## config.mk

```make
export PLATFORM = sky130hd
export DESIGN_NAME = cav_guard
export DESIGN_NICKNAME = d
export VERILOG_FILES = /design/src/rtl/cav_guard_pkg.sv /design/src/rtl/drv_pwr_mon.sv /design/src/rtl/quench_det.sv /design/src/rtl/fault_latch.sv /design/src/rtl/cav_guard.sv
export SDC_FILE = /design/constraint.sdc
export NUM_CORES = 2
export LEC_CHECK = 0
export ABC_AREA = 1
export BUFFER_PORTS_ARGS = -buffer_cell sky130_fd_sc_hd__buf_2
export CAP_MARGIN = 20
export CORE_UTILIZATION = 25
export CTS_BUF_LIST = sky130_fd_sc_hd__clkbuf_8
export DETAILED_ROUTE_END_ITERATION = 8
export GPL_ROUTABILITY_DRIVEN = 0
export PLACE_DENSITY = 0.47
export SYNTH_ARGS = -nofsm -noshare
export SYNTH_HDL_FRONTEND = slang
export SYNTH_HIERARCHICAL = 1
export SYNTH_SLANG_ARGS = --single-unit
```

## constraint.sdc

```tcl
create_clock -name clk -period 10.6 [get_ports clk]
set_clock_uncertainty 0.2 [all_clocks]
set_input_delay 1.06 -clock clk [delete_from_list [all_inputs] [get_ports clk]]
set_output_delay 1.06 -clock clk [all_outputs]
set_load 0.05 [all_outputs]
```

## src/rtl/cav_guard_pkg.sv

```systemverilog
// Package: shared fault indices and default widths for the cavity interlock.
// Assumes: flag positions are fixed; software decodes them by bit number.
package cav_guard_pkg;
    localparam int FLT_PWR = 0;   // drive-power fault bit
    localparam int FLT_OLQ = 1;   // open-loop quench bit
    localparam int FLT_CLQ = 2;   // closed-loop quench bit
    localparam int NFLT    = 3;   // number of fault bits
endpackage

```

## src/rtl/drv_pwr_mon.sv

```systemverilog
// drv_pwr_mon: squares the signed drive I and Q, sums them and flags a trip on a
// strobe where the sum reaches the programmed limit.
// Assumes: inputs are stable during the strobe cycle; the result is combinational.
module drv_pwr_mon #(
    parameter int IQ_W = 16,
    localparam int PWR_W = 2*IQ_W + 1
) (
    input  logic                   smp_vld,
    input  logic signed [IQ_W-1:0] drv_i,
    input  logic signed [IQ_W-1:0] drv_q,
    input  logic [PWR_W-1:0]       pwr_lim,
    output logic                   pwr_trip
);
    logic signed [2*IQ_W-1:0] sq_i;
    logic signed [2*IQ_W-1:0] sq_q;
    logic [PWR_W-1:0]         pwr_sum;

    // Magnitude-squared of the drive vector, compared against the ceiling.
    always_comb begin
        sq_i     = drv_i * drv_i;
        sq_q     = drv_q * drv_q;
        pwr_sum  = {1'b0, sq_i} + {1'b0, sq_q};
        pwr_trip = smp_vld && (pwr_sum >= pwr_lim);
    end
endmodule

```

## src/rtl/quench_det.sv

```systemverilog
// quench_det: applies the quench rule chosen by the loop mode.
//   open loop  : reflected power above a fraction of forward power for RUN_LEN
//                consecutive strobes.
//   closed loop: amplitude below 80% of set point (amp*5 < set*4), suppressed
//                while pre-tuning.
// Assumes: RUN_LEN >= 2; the run counter restarts on clear or in closed loop.
module quench_det #(
    parameter int PW_W    = 16,
    parameter int FRAC_W  = 8,
    parameter int AMP_W   = 16,
    parameter int RUN_LEN = 4,
    localparam int RUN_W  = $clog2(RUN_LEN),
    localparam int PROD_W = PW_W + FRAC_W
) (
    input  logic              clk,
    input  logic              rst_n,
    input  logic              smp_vld,
    input  logic              loop_closed,
    input  logic              pretune,
    input  logic              clr,
    input  logic [PW_W-1:0]   fwd,
    input  logic [PW_W-1:0]   refl,
    input  logic [FRAC_W-1:0] frac,
    input  logic [AMP_W-1:0]  amp,
    input  logic [AMP_W-1:0]  amp_set,
    output logic              ol_trip,
    output logic              cl_trip
);
    localparam logic [RUN_W-1:0] RUN_LAST = RUN_W'(RUN_LEN - 1);

    logic [PROD_W-1:0]  refl_sc;
    logic [PROD_W-1:0]  fwd_sc;
    logic               refl_hi;
    logic [AMP_W+2:0]   amp_x5;
    logic [AMP_W+2:0]   set_x4;
    logic               amp_low;
    logic [RUN_W-1:0]   run_cnt;

    // Scaled comparisons for both quench rules.
    always_comb begin
        refl_sc = {refl, {FRAC_W{1'b0}}};
        fwd_sc  = PROD_W'(fwd) * PROD_W'(frac);
        refl_hi = refl_sc > fwd_sc;
        amp_x5  = (AMP_W+3)'(amp) * (AMP_W+3)'(5);
        set_x4  = (AMP_W+3)'(amp_set) << 2;
        amp_low = amp_x5 < set_x4;
    end

    // Trip decisions for the current strobe.
    always_comb begin
        ol_trip = smp_vld && !loop_closed && refl_hi && (run_cnt == RUN_LAST);
        cl_trip = smp_vld && loop_closed && !pretune && amp_low;
    end

    // Counts consecutive open-loop hits, saturating at the trip position.
    always_ff @(posedge clk) begin
        if (!rst_n) begin
            run_cnt <= '0;
        end else if (clr || loop_closed) begin
            run_cnt <= '0;
        end else if (smp_vld) begin
            if (!refl_hi)
                run_cnt <= '0;
            else if (run_cnt != RUN_LAST)
                run_cnt <= run_cnt + 1'b1;
        end
    end

    AST_RUN_BOUND: assert property (@(posedge clk) disable iff (!rst_n)
        run_cnt <= RUN_LAST);
    AST_RUN_RESTART: assert property (@(posedge clk) disable iff (!rst_n)
        (smp_vld && !refl_hi && !loop_closed) |=> (run_cnt == '0));
endmodule

```

## src/rtl/fault_latch.sv

```systemverilog
// fault_latch: one sticky flag per fault source. A trip sets its bit; a host
// clear drops all bits except those tripping on the same edge.
// Assumes: trip inputs are single-cycle qualified by the sample strobe.
module fault_latch #(
    parameter int N = 3
) (
    input  logic         clk,
    input  logic         rst_n,
    input  logic [N-1:0] trip,
    input  logic         clr,
    output logic [N-1:0] flags
);
    for (genvar k = 0; k < N; k++) begin : g_flag
        // Sticky flag k: set wins over clear.
        always_ff @(posedge clk) begin
            if (!rst_n)
                flags[k] <= 1'b0;
            else if (trip[k])
                flags[k] <= 1'b1;
            else if (clr)
                flags[k] <= 1'b0;
        end
    end

    AST_STICKY: assert property (@(posedge clk) disable iff (!rst_n)
        !clr |=> ((flags & $past(flags)) == $past(flags)));
    AST_SET_WINS: assert property (@(posedge clk) disable iff (!rst_n)
        (trip != '0) |=> ((flags & $past(trip)) == $past(trip)));
endmodule

```

## src/rtl/cav_guard.sv

```systemverilog
// cav_guard: top of the cavity protection unit. Combines the drive-power monitor
// and the quench detector into sticky faults, drives the drive-kill and the
// set-point revert, and substitutes a safe set point after a power fault.
// Assumes: all inputs are synchronous to clk; flags clear only by flt_clr.
module cav_guard
    import cav_guard_pkg::*;
#(
    parameter int IQ_W    = 16,
    parameter int PW_W    = 16,
    parameter int FRAC_W  = 8,
    parameter int AMP_W   = 16,
    parameter int RUN_LEN = 4,
    parameter logic [AMP_W-1:0] SAFE_SP = 16'd50,
    localparam int PWR_W  = 2*IQ_W + 1
) (
    input  logic                   clk,
    input  logic                   rst_n,
    input  logic                   smp_vld,
    input  logic signed [IQ_W-1:0] drv_i,
    input  logic signed [IQ_W-1:0] drv_q,
    input  logic [PWR_W-1:0]       pwr_lim,
    input  logic [PW_W-1:0]        fwd,
    input  logic [PW_W-1:0]        refl,
    input  logic [FRAC_W-1:0]      frac,
    input  logic [AMP_W-1:0]       amp,
    input  logic [AMP_W-1:0]       amp_set,
    input  logic                   loop_closed,
    input  logic                   pretune,
    input  logic                   flt_clr,
    output logic                   drive_kill,
    output logic                   sp_revert,
    output logic [AMP_W-1:0]       amp_set_out,
    output logic [NFLT-1:0]        flt
);
    logic            pwr_trip;
    logic            ol_trip;
    logic            cl_trip;
    logic [NFLT-1:0] trip_vec;

    drv_pwr_mon #(.IQ_W(IQ_W)) u_pwr (
        .smp_vld (smp_vld),
        .drv_i   (drv_i),
        .drv_q   (drv_q),
        .pwr_lim (pwr_lim),
        .pwr_trip(pwr_trip)
    );

    quench_det #(
        .PW_W(PW_W), .FRAC_W(FRAC_W), .AMP_W(AMP_W), .RUN_LEN(RUN_LEN)
    ) u_qd (
        .clk        (clk),
        .rst_n      (rst_n),
        .smp_vld    (smp_vld),
        .loop_closed(loop_closed),
        .pretune    (pretune),
        .clr        (flt_clr),
        .fwd        (fwd),
        .refl       (refl),
        .frac       (frac),
        .amp        (amp),
        .amp_set    (amp_set),
        .ol_trip    (ol_trip),
        .cl_trip    (cl_trip)
    );

    // Gather trip sources into the flag order.
    always_comb begin
        trip_vec          = '0;
        trip_vec[FLT_PWR] = pwr_trip;
        trip_vec[FLT_OLQ] = ol_trip;
        trip_vec[FLT_CLQ] = cl_trip;
    end

    fault_latch #(.N(NFLT)) u_lat (
        .clk  (clk),
        .rst_n(rst_n),
        .trip (trip_vec),
        .clr  (flt_clr),
        .flags(flt)
    );

    // Protective outputs derived from the held flags.
    always_comb begin
        drive_kill  = |flt;
        sp_revert   = flt[FLT_PWR];
        amp_set_out = sp_revert ? SAFE_SP : amp_set;
    end

    AST_CLQ_CAUSE: assert property (@(posedge clk) disable iff (!rst_n)
        $rose(flt[FLT_CLQ]) |-> $past(smp_vld && loop_closed && !pretune));
    AST_OLQ_CAUSE: assert property (@(posedge clk) disable iff (!rst_n)
        $rose(flt[FLT_OLQ]) |-> $past(smp_vld && !loop_closed));
    AST_PWR_CAUSE: assert property (@(posedge clk) disable iff (!rst_n)
        $rose(flt[FLT_PWR]) |-> $past(smp_vld));
    AST_SAFE_SP: assert property (@(posedge clk) disable iff (!rst_n)
        flt[FLT_PWR] |-> (amp_set_out == SAFE_SP && drive_kill));
endmodule

```

==> summary.md <==
| Metric | Value |
|---|---|
| Status | finished, final reports clean |
| Post-CTS setup buffer count | 0 |
| Arr. time, crit path | 9.72 ns |
| First-pass GRT wire length | 131000 µm |
| Post-DR wirelength/cell | 14.2 µm |
| Total Routing Usage GR | 13.9% |
| Die width | 341 µm |
| Synth warn | 6 |
| H-tree lvl count | 1 |
| Die Y | 341 µm |
| Via count | 23600 |
| M1 GR Usage | 18.1% |
| Post-route ant nets | 0 |
| DRT Pass-1 Iters | 6 |
| CP top delay family | adder cells |
| Setup violations, final | 0 |
| Initial DRC count | 1015 |
| Slew @ Worst Pin | 0.842 ns |
| Grt total ovfl | 0 |
| Vias in the first global route | 25200 |
| Hold crit path type | flop to flop |
| IO Count | 164 |
| Sequential element share of the synthesized area | 0.348% |
| DIE AREA | 0.117 mm² |
| Number of flops mapped to enable cells by yosys | 0 |
| Clock buffer depth | 2 |
| CP Buf/Inv Count | 9 |
| Setup_tns | 0 ns |
| Pin count of the biggest net entering global routing | 23 |
| Reg clk slew, reported paths | 0.04 ns |
| Post-route cell area | 0.0312 mm² |
| CP Class | input port to flop |
| Syn Nets | 5042 |
| CP peak stage delay | 0.54 ns |
| Layout area overhead | 8.31% |
| Hpwl dp | 72500 µm |
| I/O Buffers | 163 |
| Synth cell types | 51 |
| Synthesized area per cell | 7.21 µm² |
| Site Rows | 124 |
| Crit end category | flop |
| Cell Area, Placed | 0.0311 mm² |
| Worst-path fanout max | 22 |
| Max Cap Viol | 0 |
| Async SR Flop Fraction | 0% |
| Met3 GRT Util | 1.14% |
| Commonest non-fill, non-tap cell in the layout | inv_1 |
| Final min period | 9.77 ns |
| Initial Util | 25.2% |
| Routed wire length | 79600 µm |
| Busiest grt layer | met2 |
| Achievable frequency | 0.102 GHz |
| Num CTS Buffers | 3 |
| Root Driver | clkbuf_8 |
| Commonest non-fill, non-tap cells in the layout | 1203 x inv_1, 907 x nand2_1, 554 x fa_1 |
| Core ar. | 0.114 mm² |
| GR Util met2 | 25.4% |
| Vias/cell | 4.23 |
| Post-Synthesis Cells | 3997 |
| Initial antenna violation count | 21 |
| Critical path required time | 10.56 ns |
| Hold_buf cts | 0 |
| Slew Limit Fails | 0 |
| Synthesized area | 0.0288 mm² |
| Clk_lat worst skew | 0.22 ns |
| Main synth FF type | dfxtp_1 |
| CTS tree | done |
| Slowest CP cell | fa_1 |
| Slew headroom | 43.3% |
| Num Clock Sinks | 5 |
| Crit share post-route | 92.1% |
| Drt drc | 0 |
| Final Hold Viols | 0 |
| RSZ-0062 raised after global routing | no |
| Post-synthesis register bit count | 5 |
| Nets | 5114 |
| Ratio of cells with drive above 1 in the final layout | 5.78% |
| Startpoint Class | input port |
| Post-CTS sizing | 0 |
## stage by stage
stage,setup WS (ns),hold WS (ns),std cells,util [%]
floorplan,1.98,0.256,3997,-
global placement,0.615,0.278,5576,27.2
detailed placement,0.591,0.285,5576,27.2
CTS,0.797,0.295,5580,27.3
global route,0.179,0.320,5582,27.3
finish,0.833,0.292,5585,27.3
## cells by family (layout without fill, tap and decap cells)
logic type,after synthesis,count (layout),share of synthesized area [%]
compound gates,272,272,5.38
other cells,0,5,0
fa+ha+maj,902,902,53.6
flops,5,5,0.348
buf+inv,1308,1379,17.1
simple gates,1397,1397,20.1
xor+xnor,113,113,3.44
## synthesized netlist by cell type (all sizes together), types with 33 or more instances
master	number	share of area (%)
ha	348	15
o21ai	65	1.2
nor2	237	3.1
nand4	36	0.78
nand2	926	12
inv	1208	16
nor3	33	0.70
nand3	140	2.5
clkbuf	92	1.2
fa	554	39
xor2	81	2.5
a21oi	151	2.7
## registers in the layout, summed over array words and instances, names as in the netlist
| signal | count |
|---|---|
| u_lat/flags | 3 |
| u_qd/run_cnt | 2 |
## tightest hold or removal path, stage by stage, from the launching register on
cell     delay [ns]
dfxtp_1        0.33
a21oi_1        0.04
nor2_1         0.09
## final cells by class
| type | count | area, µm² |
|---|---|---|
| antenna | 5 | 12.5 |
| clock buffer | 3 | 41.3 |
| sequential | 5 | 100 |
| inverter | 1210 | 4540 |
| tap | 1512 | 1890 |
| timing repair buffer | 165 | 831 |
| multi-input combinational | 2684 | 23800 |
| clock inverter | 1 | 3.75 |
| fill | 12700 | 83200 |
## worst paths after layout
check | startpoint | end | slack, ns | cells past startpoint
max | drv_q[15] | u_lat/flags[0] | 0.83 | 39
min | u_qd/run_cnt[1] | u_qd/run_cnt[1] | 0.29 | 2
max reg2reg | u_qd/run_cnt[0] | u_lat/flags[1] | 9.34 | 5
min reg2reg | u_qd/run_cnt[1] | u_qd/run_cnt[1] | 0.29 | 2
## per-layer routing
metal | share of wire, % | vias up
li1 | - | 11800
met3 | 3.2 | 83
met4 | 1.4 | 22
met1 | 45 | 11400
met2 | 50 | 329
met5 | 0.19 | -
Power is not shown: default switching activity piles up to over one toggle a cycle in this logic, so the estimate is an artifact.
